### src/rtl/rtc_shadow_pkg.sv
package rtc_shadow_pkg;
  // Register byte offsets
  localparam int OFS_BUSY   = 'h04;
  localparam int OFS_SEC    = 'h08;
  localparam int OFS_SHADOW = 'h0c;
  localparam int OFS_MS     = 'h10;
  localparam int OFS_ALM0   = 'h14;  // seconds alarms follow at 4-byte stride
  localparam int OFS_MS_ALM = 'h1c;
  localparam int OFS_MASK   = 'h28;
  localparam int OFS_STAT   = 'h2c;

  // Interrupt source layout, shared by mask and status
  localparam int NUM_SEC_ALM = 2;  // bits 0..NUM_SEC_ALM-1
  localparam int IDX_MS_ALM  = 2;
  localparam int IRQ_W       = 5;  // bits 3,4: countdown sources, never set
endpackage

### src/rtl/rtc_timebase.sv
module rtc_timebase #(
  parameter int SLOW_HZ     = 32768,
  parameter int MS_PER_SEC  = 1000,
  parameter int COPY_PERIOD = 8,
  parameter int DATA_W      = 32,
  parameter int MS_W        = $clog2(MS_PER_SEC)
) (
  input  logic              clk,
  input  logic              rst_n,
  input  logic              tick,
  input  logic              set_en,
  input  logic [DATA_W-1:0] set_val,
  output logic [DATA_W-1:0] sec_q,
  output logic [MS_W-1:0]   ms_q,
  output logic              busy,
  output logic              copy_now,
  output logic              ms_step,
  output logic [MS_W-1:0]   ms_next,
  output logic              sec_step,
  output logic [DATA_W-1:0] sec_next
);
  localparam int ACC_W = $clog2(SLOW_HZ + MS_PER_SEC + 1);
  localparam int PH_W  = (COPY_PERIOD > 1) ? $clog2(COPY_PERIOD) : 1;

  logic [ACC_W-1:0] acc_q, acc_sum;
  logic [PH_W-1:0]  phase_q;
  logic             ms_wrap;

  assign acc_sum  = acc_q + ACC_W'(MS_PER_SEC);
  assign ms_step  = tick && (acc_sum >= ACC_W'(SLOW_HZ));
  assign ms_wrap  = (ms_q == MS_W'(MS_PER_SEC - 1));
  assign ms_next  = ms_wrap ? '0 : ms_q + MS_W'(1);
  assign sec_step = ms_step && ms_wrap;
  assign sec_next = sec_q + DATA_W'(1);
  assign busy     = (phase_q == PH_W'(COPY_PERIOD - 1));
  assign copy_now = tick && busy;

  always_ff @(posedge clk or negedge rst_n) begin
    if (!rst_n) begin
      acc_q <= '0;
      ms_q  <= '0;
      sec_q <= '0;
    end else if (set_en) begin
      acc_q <= '0;
      ms_q  <= '0;
      sec_q <= set_val;
    end else if (tick) begin
      acc_q <= ms_step ? acc_sum - ACC_W'(SLOW_HZ) : acc_sum;
      if (ms_step)  ms_q  <= ms_next;
      if (sec_step) sec_q <= sec_next;
    end
  end

  always_ff @(posedge clk or negedge rst_n) begin
    if (!rst_n)    phase_q <= '0;
    else if (tick) phase_q <= busy ? '0 : phase_q + PH_W'(1);
  end

  AST_MS_RANGE: assert property (@(posedge clk) disable iff (!rst_n)
    ms_q < MS_W'(MS_PER_SEC));
  AST_COUNT_NEEDS_TICK: assert property (@(posedge clk) disable iff (!rst_n)
    (!tick && !set_en) |=> ($stable(ms_q) && $stable(sec_q)));
  AST_BUSY_ONE_PERIOD: assert property (@(posedge clk) disable iff (!rst_n)
    (busy && tick) |=> !busy);
endmodule

### src/rtl/rtc_regfile.sv
module rtc_regfile
  import rtc_shadow_pkg::*;
#(
  parameter int DATA_W = 32,
  parameter int MS_W   = 10,
  parameter int ADDR_W = 8
) (
  input  logic              clk,
  input  logic              rst_n,
  input  logic              bus_en,
  input  logic              bus_we,
  input  logic [ADDR_W-1:0] bus_addr,
  input  logic [DATA_W-1:0] bus_wdata,
  output logic [DATA_W-1:0] bus_rdata,
  input  logic [DATA_W-1:0] sec_q,
  input  logic [MS_W-1:0]   ms_q,
  input  logic              busy,
  input  logic              copy_now,
  input  logic              ms_step,
  input  logic [MS_W-1:0]   ms_next,
  input  logic              sec_step,
  input  logic [DATA_W-1:0] sec_next,
  output logic              set_en,
  output logic [DATA_W-1:0] set_val,
  output logic [IRQ_W-1:0]  status_q,
  output logic [IRQ_W-1:0]  mask_q
);
  logic                                wr_ok, rd_req, ms_hit;
  logic [DATA_W-1:0]                   bsec_q, shadow_q, rd_next;
  logic [MS_W-1:0]                     bms_q, alm_ms_q;
  logic [NUM_SEC_ALM-1:0][DATA_W-1:0]  alm_sec;
  logic [NUM_SEC_ALM-1:0]              sec_hit;
  logic [IRQ_W-1:0]                    hits, clr;

  assign wr_ok   = bus_en && bus_we && !busy;
  assign rd_req  = bus_en && !bus_we;
  assign set_en  = wr_ok && (bus_addr == ADDR_W'(OFS_SEC));
  assign set_val = bus_wdata;

  for (genvar g = 0; g < NUM_SEC_ALM; g++) begin : g_sec_alm
    logic [DATA_W-1:0] alm_q;
    logic              sel;
    assign sel = (bus_addr == ADDR_W'(OFS_ALM0 + 4 * g));
    always_ff @(posedge clk or negedge rst_n) begin
      if (!rst_n)           alm_q <= '0;
      else if (wr_ok && sel) alm_q <= bus_wdata;
    end
    assign alm_sec[g] = alm_q;
    assign sec_hit[g] = sec_step && (sec_next == alm_q);
  end

  assign ms_hit = ms_step && (ms_next == alm_ms_q);

  always_comb begin
    hits = '0;
    hits[NUM_SEC_ALM-1:0] = sec_hit;
    hits[IDX_MS_ALM]      = ms_hit;
    clr = (wr_ok && bus_addr == ADDR_W'(OFS_STAT)) ? bus_wdata[IRQ_W-1:0] : '0;
  end

  always_ff @(posedge clk or negedge rst_n) begin
    if (!rst_n) begin
      bsec_q   <= '0;
      bms_q    <= '0;
      shadow_q <= '0;
      alm_ms_q <= '0;
      mask_q   <= '0;
      status_q <= '0;
    end else begin
      if (set_en) begin
        bsec_q <= bus_wdata;
        bms_q  <= '0;
      end else if (copy_now) begin
        bsec_q <= sec_q;
        bms_q  <= ms_q;
      end
      if (rd_req && bus_addr == ADDR_W'(OFS_MS)) shadow_q <= bsec_q;
      if (wr_ok && bus_addr == ADDR_W'(OFS_MS_ALM)) alm_ms_q <= bus_wdata[MS_W-1:0];
      if (wr_ok && bus_addr == ADDR_W'(OFS_MASK))   mask_q   <= bus_wdata[IRQ_W-1:0];
      status_q <= (status_q & ~clr) | hits;
    end
  end

  always_comb begin
    rd_next = '0;
    case (bus_addr)
      ADDR_W'(OFS_BUSY):   rd_next = DATA_W'(busy);
      ADDR_W'(OFS_SEC):    rd_next = bsec_q;
      ADDR_W'(OFS_SHADOW): rd_next = shadow_q;
      ADDR_W'(OFS_MS):     rd_next = DATA_W'(bms_q);
      ADDR_W'(OFS_MS_ALM): rd_next = DATA_W'(alm_ms_q);
      ADDR_W'(OFS_MASK):   rd_next = DATA_W'(mask_q);
      ADDR_W'(OFS_STAT):   rd_next = DATA_W'(status_q);
      default: ;
    endcase
    for (int k = 0; k < NUM_SEC_ALM; k++)
      if (bus_addr == ADDR_W'(OFS_ALM0 + 4 * k)) rd_next = alm_sec[k];
  end

  always_ff @(posedge clk or negedge rst_n) begin
    if (!rst_n)      bus_rdata <= '0;
    else if (rd_req) bus_rdata <= rd_next;
  end

  AST_BUSY_WRITE_DROPPED: assert property (@(posedge clk) disable iff (!rst_n)
    (busy && bus_en && bus_we) |=> ($stable(mask_q) && $stable(alm_ms_q)));
  AST_BUS_TIME_HELD: assert property (@(posedge clk) disable iff (!rst_n)
    (!copy_now && !set_en) |=> ($stable(bsec_q) && $stable(bms_q)));
  AST_SHADOW_PAIR: assert property (@(posedge clk) disable iff (!rst_n)
    (rd_req && bus_addr == ADDR_W'(OFS_MS)) |=> (shadow_q == $past(bsec_q)));
  AST_ALARM_SETS: assert property (@(posedge clk) disable iff (!rst_n)
    sec_hit[0] |=> status_q[0]);
  AST_W1C_CLEARS: assert property (@(posedge clk) disable iff (!rst_n)
    (wr_ok && bus_addr == ADDR_W'(OFS_STAT) && bus_wdata[0] && !sec_hit[0])
    |=> !status_q[0]);
endmodule

### src/rtl/rtc_shadow.sv
module rtc_shadow
  import rtc_shadow_pkg::*;
#(
  parameter int SLOW_HZ     = 32768,
  parameter int MS_PER_SEC  = 1000,
  parameter int COPY_PERIOD = 8,
  parameter int ADDR_W      = 8,
  parameter int DATA_W      = 32
) (
  input  logic              clk,
  input  logic              rst_n,
  input  logic              tick_32k,
  input  logic              bus_en,
  input  logic              bus_we,
  input  logic [ADDR_W-1:0] bus_addr,
  input  logic [DATA_W-1:0] bus_wdata,
  output logic [DATA_W-1:0] bus_rdata,
  output logic              irq
);
  localparam int MS_W = $clog2(MS_PER_SEC);

  logic [DATA_W-1:0] sec_q, sec_next, set_val;
  logic [MS_W-1:0]   ms_q, ms_next;
  logic              busy, copy_now, ms_step, sec_step, set_en;
  logic [IRQ_W-1:0]  status_w, mask_w;

  rtc_timebase #(
    .SLOW_HZ(SLOW_HZ), .MS_PER_SEC(MS_PER_SEC), .COPY_PERIOD(COPY_PERIOD),
    .DATA_W(DATA_W), .MS_W(MS_W)
  ) u_timebase (
    .clk(clk), .rst_n(rst_n), .tick(tick_32k), .set_en(set_en), .set_val(set_val),
    .sec_q(sec_q), .ms_q(ms_q), .busy(busy), .copy_now(copy_now),
    .ms_step(ms_step), .ms_next(ms_next), .sec_step(sec_step), .sec_next(sec_next)
  );

  rtc_regfile #(.DATA_W(DATA_W), .MS_W(MS_W), .ADDR_W(ADDR_W)) u_regfile (
    .clk(clk), .rst_n(rst_n), .bus_en(bus_en), .bus_we(bus_we), .bus_addr(bus_addr),
    .bus_wdata(bus_wdata), .bus_rdata(bus_rdata), .sec_q(sec_q), .ms_q(ms_q),
    .busy(busy), .copy_now(copy_now), .ms_step(ms_step), .ms_next(ms_next),
    .sec_step(sec_step), .sec_next(sec_next), .set_en(set_en), .set_val(set_val),
    .status_q(status_w), .mask_q(mask_w)
  );

  assign irq = |(status_w & mask_w);

  AST_IRQ_NEEDS_MASK: assert property (@(posedge clk) disable iff (!rst_n)
    irq |-> (mask_w != '0));
  AST_IRQ_NEEDS_STATUS: assert property (@(posedge clk) disable iff (!rst_n)
    irq |-> (status_w != '0));
endmodule

### config.mk
export PLATFORM = sky130hd
export DESIGN_NAME = rtc_shadow
export DESIGN_NICKNAME = d
export VERILOG_FILES = /design/src/rtl/rtc_shadow_pkg.sv /design/src/rtl/rtc_timebase.sv /design/src/rtl/rtc_regfile.sv /design/src/rtl/rtc_shadow.sv
export SDC_FILE = /design/constraint.sdc
export NUM_CORES = 1
export LEC_CHECK = 0
export ABC_CLOCK_PERIOD_IN_PS = 3400
export BUFFER_PORTS_ARGS = -buffer_cell sky130_fd_sc_hd__buf_4
export CORE_MARGIN = 4
export CORE_UTILIZATION = 52
export DETAILED_ROUTE_END_ITERATION = 7
export HOLD_SLACK_MARGIN = 0.12
export MAX_ROUTING_LAYER = met4
export PLACE_DENSITY_LB_ADDON = 0.15
export SYNTH_ARGS = -nofsm -noshare
export SYNTH_HDL_FRONTEND = slang
export SYNTH_HIERARCHICAL = 1
export SYNTH_SLANG_ARGS = --single-unit
### constraint.sdc
create_clock -name clk -period 3.4 [get_ports clk]
set_input_delay 0.17 -clock clk [delete_from_list [all_inputs] [get_ports clk]]
set_output_delay 0.17 -clock clk [all_outputs]
set_load 0.005 [all_outputs]
### Yosys cells after proc, flatten, opt, wreduce, memory -nomap -nowiden

Cells that the tools add are included.

* bits in registers: 251
* input port bits: 45

* $add $sub $neg: 5
* order comparisons: 1
* eq/ne operators: 14
* multiplexer cells: 19
* bitwise logic cells: 4
* reductions and logical operators: 25

Operator list (count)
* $mux 32: 7
* $pmux 32 s7: 1
* $eq 32x32->1: 2
* $mux 10: 6
* $mux 16: 3
* $add 32x1->32 const B: 1
* $eq 8x5->1 const B: 4
* $add 16x10->16 const B: 1
* $eq 8x4->1 const B: 2
* $eq 8x6->1 const B: 2
* $ge 16x16->1 const B: 1
* $logic_and 1x1->1: 16
* $sub 16x16->16 const B: 1
* $add 10x1->10 const B: 1
* $and 5x5->5: 2
* $eq 10x10->1: 1
* $eq 10x10->1 const B: 1
* $eq 8x3->1 const B: 1
* $reduce_bool 2->1: 4
* $mux 5: 1
* $not 5->5: 1
* $or 5x3->5: 1
* $reduce_or 5->1: 1
* $reduce_and 2->1: 2
* 4 further kinds: 5

### Depth between registers and ports, before layout

* depth in word-level cells: 8
* gate-level depth with buffers: 11
* depth with buffers taken out: 10

### Cells and area by module

Netlist, hierarchy kept.

Modules (own cells, without submodules)
* rtc_regfile: times used 1, cells an instance 879, area each 9713.1 um^2
* rtc_timebase: times used 1, cells an instance 445, area each 3923.8 um^2
* rtc_shadow: times used 1, cells an instance 3, area each 21.3 um^2

### Least setup slack after synthesis

No wires, ideal clock.

* path type: register -> register
* from: register u_timebase.phase_q[0]
* to: register u_timebase.sec_q[19]
* setup time: 0.069 ns
* arrival time: 2.685 ns
* data required time: 3.331 ns
* slack: 0.646 ns
* cell stages (with the launch flop): 12
* path through: dfrtp_1 ha_1 ha_1 nor2_1 and3_1 clkbuf_1 buf_2 clkbuf_1 buf_1 clkbuf_1 nand2_1 nand3_1

* word-level cells in the longest chain between the ends: 6

Ends and longest elaborated chain
* start, declared: line rtc_timebase.sv:26 `logic [PH_W-1:0] phase_q;`
* start signal, assigned: line rtc_timebase.sv:56 `else if (tick) phase_q <= busy ? '0 : phase_q + PH_W'(1);`
* $eq 3x3->1 (*): line rtc_timebase.sv:35 `assign busy = (phase_q == PH_W'(COPY_PERIOD - 1));`
* named net busy: line rtc_shadow.sv:24 `logic busy, copy_now, ms_step, sec_step, set_en;`
* $logic_not 1->1 (*): line rtc_regfile.sv:35 `assign wr_ok = bus_en && bus_we && !busy;`
* $logic_and 1x1->1 (*): line rtc_regfile.sv:35
* $logic_and 1x1->1 (*): line rtc_regfile.sv:37 `assign set_en = wr_ok && (bus_addr == ADDR_W'(OFS_SEC));`
* named net set_en: line rtc_shadow.sv:24
* $reduce_bool 2->1 (no line)
* $reduce_and 2->1 (no line)
* end signal, assigned: line rtc_timebase.sv:46 `sec_q <= set_val;`
* end signal, assigned: line rtc_timebase.sv:50 `if (sec_step) sec_q <= sec_next;`
* end, declared: line rtc_timebase.sv:13 `output logic [DATA_W-1:0] sec_q,`

Mark *: on every way through the listed nets, which the timed path passes. The rest lies on a longest branch.
A chain may end at the register's enable or synchronous reset.

### Worst setup path in the final report

* from: register u_timebase.sec_q[10]
* to: register u_regfile.status_q[0]

* word-level cells in the longest chain between the ends: 4

Ends and longest elaborated chain
* $add 32x1->32: line rtc_timebase.sv:34 `assign sec_next = sec_q + DATA_W'(1);`
* named net sec_next[23]: line rtc_shadow.sv:22 `logic [DATA_W-1:0] sec_q, sec_next, set_val;`
* $eq 32x32->1: line rtc_regfile.sv:49 `assign sec_hit[g] = sec_step && (sec_next == alm_q);`
* $logic_and 1x1->1: line rtc_regfile.sv:49
* $or 5x3->5: line rtc_regfile.sv:80 `status_q <= (status_q & ~clr) | hits;`
* end signal, assigned: line rtc_regfile.sv:80
* end, declared: line rtc_regfile.sv:25 `output logic [IRQ_W-1:0] status_q,`

The timed path passes the listed nets, and every way through them passes these cells.

==> qor.yml <==
io_pins: 78
cts-htree-levels: 1
fin_crit_sh_pct: 87.1
synthFlopType: "dfrtp_1"
rows: 59
ant_nets: 0
fin_util_pct: 60.3
antenna_found_initial: 1
grt_pass1_vias: 10200
clk_path_buf_depth: 3
synth_top_area_share_pct: 45.4
die_w_um: 170
tns_ns: 0
dieHeight_um: 170
grt_pass1_wl_um: 59500
root_buffer: "clkbuf_16"
final-hold-violation-count: 0
drc: 0
async_flop_share_pct: 100
max_freq_ghz: 0.338
drt_pass1_iterations: 5
crit_required_ns: 3.86
rr_worst_depth: 9
cts_made_buffers: 28
mostFrequentLayoutCell: "dfrtp_1"
grtUsageTotal_pct: 26.9
grt_overflow: 0
cts_tree: "yes"
synth_edf_count: 0
synthesis.nets: 1377
post_route_cells_drive_above_1_share_pct: 19.7
cts_setup_buffers: 0
endpoint_kind: "flip-flop"
crit_fanout: 9
viasPerCell: 6.05
rsz0062_at_grt: "no"
setup_viol: 0
dp_hpwl_um: 26400
synth_area_sq_um: 13700
slew_violations: 0
worstSkewPairLatency_ns: 0.54
hold_depth: 4
powerDensity_nw_per_um2: 496
syn_inst: 1327
fin_crit_ns: 2.96
worst_slew_pin_slew_ns: 0.958
cap_viol_max_count: 0
grt_max_degree: 83
place_congestion: 0.963
whs_ns: 0.146
port_buffers: 77
post_cts_resized: 0
power_mw: 7.77
vias: 10500
wire_per_inst_um: 22.0
core_area_sq_um: 26000
synth.distinct_cells: 66
dp.cells: 1653
layout.cells.non_filler: 1739
arrival_ns: 3.42
yosys.area.top_type: "dfrtp_1"
synth.area.top_cells: "dfrtp_1, mux2_2, mux2i_1"
yosysWarnings: 6
ctsHoldBuffers: 37
cts_num_sinks: 248
crit_type: "reg -> reg"
cp-start-kind: "flip-flop"
max-slew-margin-rel_pct: 35.3
area_growth_pct: 14.7
die-area_sq_um: 28900
fin_nets: 1435
ys_seq_area_share_pct: 45.4
ys_seq_elements: 248
hp-class: "in -> reg"
drt_first_iter_violations: 1103
syn-mean-instance-area_sq_um: 10.3
layout_common_cells: "dfrtp_1, nand2_1, mux2_2"
initial_utilization_pct: 52.6
p_leak_nw: 6.82
path_clk_slew_ns: 0.07
fin_worst_skew_ns: 0.0175
outcome: "complete, no violations"
routed_wl_um: 38300
peakVddDrop_mv: 0.388
[area by class of cell]
| class | instances | area (sq um) |
|---|---|---|
| fill | 2226 | 10300 |
| multi-input combinational | 957 | 6870 |
| sequential | 248 | 6210 |
| timing repair buffer | 142 | 1230 |
| clock buffer | 38 | 779 |
| tap | 335 | 419 |
| clock inverter | 10 | 131 |
| inverter | 8 | 30.0 |
| antenna | 1 | 2.50 |
[logic make-up (layout without fill, tap and decap cells)]
logic type | after synthesis | count (layout) | synth area share (%)
AND/OR/NAND/NOR | 365 | 365 | 14.3
XOR/XNOR | 122 | 122 | 7.82
other | 0 | 1 | 0
adder cells (fa/ha/maj) | 5 | 5 | 0.458
flip-flops | 248 | 248 | 45.4
AO/OA/AOI/OAI | 264 | 264 | 11.6
buffers and inverters | 122 | 198 | 4.52
multiplexers | 201 | 201 | 15.8
[registers in the layout, indices dropped and copies added (netlist names)]
signal and cells:
u_regfile/bms_q 10, u_regfile/bus_rdata 32, u_regfile/bsec_q 32, u_timebase/phase_q 3
u_regfile/mask_q 5, u_timebase/ms_q 10, u_timebase/sec_q 32, u_regfile/alm_ms_q 10
u_regfile/shadow_q 32, u_timebase/acc_q 13, u_regfile/g_sec_alm.alm_q 64, u_regfile/status_q 5
[worst max-delay path, stage by stage (launching register included)]
cell	delay, ns
dfrtp_1	0.49
nand4_1	0.23
or4_1	0.66
or2_2	0.36
xnor2_1	0.25
xnor2_1	0.16
nand4_1	0.11
nor4_1	0.31
nand4_1	0.16
o2bb2ai_1	0.16
[layer usage]
layer	GRT usage, %	up-vias	part of all wire [%]
met3	3.95	63	6.1
met2	39.8	317	44
met5	-	-	0
met4	5.97	0	2.5
met1	39.8	5249	47
li1	-	4900	-
[cell usage after synthesis (5+ instances only)]
| cell type | count |
|---|---|
| a21oi_1 | 39 |
| a22oi_1 | 12 |
| a31oi_1 | 25 |
| and2_1 | 6 |
| and3_1 | 17 |
| and4_1 | 6 |
| buf_1 | 8 |
| buf_2 | 16 |
| buf_4 | 37 |
| clkbuf_1 | 53 |
| dfrtp_1 | 248 |
| ha_1 | 5 |
| inv_1 | 7 |
| mux2_1 | 10 |
| mux2_2 | 107 |
| mux2i_1 | 84 |
| nand2_1 | 107 |
| nand2b_1 | 5 |
| nand3_1 | 33 |
| nand4_1 | 26 |
| nor2_1 | 67 |
| nor2b_1 | 16 |
| nor3_1 | 10 |
| nor4_1 | 19 |
| o21ai_0 | 106 |
| o21ai_1 | 5 |
| o22ai_1 | 22 |
| o2bb2ai_1 | 7 |
| o31a_1 | 6 |
| o31ai_1 | 20 |
| or2_2 | 5 |
| or3_1 | 6 |
| or4_1 | 20 |
| xnor2_1 | 80 |
| xor2_1 | 42 |
[path summary, 6_finish.rpt]
check | start | to | slack, ns
setup reg to reg | u_timebase/sec_q[10] | u_regfile/status_q[0] | 0.44
hold / removal | bus_we | u_regfile/bus_rdata[4] | 0.15
hold reg to reg | u_regfile/bus_rdata[21] | u_regfile/bus_rdata[21] | 0.48
min in group asynchronous | rst_n | u_regfile/bus_rdata[3] | 0.23
max in group asynchronous | rst_n | u_regfile/g_sec_alm[0].alm_q[16] | 2.27
setup / recovery | u_timebase/sec_q[10] | u_regfile/status_q[0] | 0.44
[report_power, final]
group,internal (mW),switching [mW],leakage (nW)
Sequential,3.27,0.319,3.30
Clock,1.82,1.21,0.447
Combinational,0.547,0.613,3.08
Total,5.63,2.14,6.82
[stage by stage]
stage,instance area (sq um),setup WS [ns]
after floorplan,13700,0.646
after global placement,14400,0.528
after detailed placement,14400,0.450
after global routing,15700,0.203
final,15700,0.438
after CTS,15700,0.426
(Power assumes the default switching activity.)
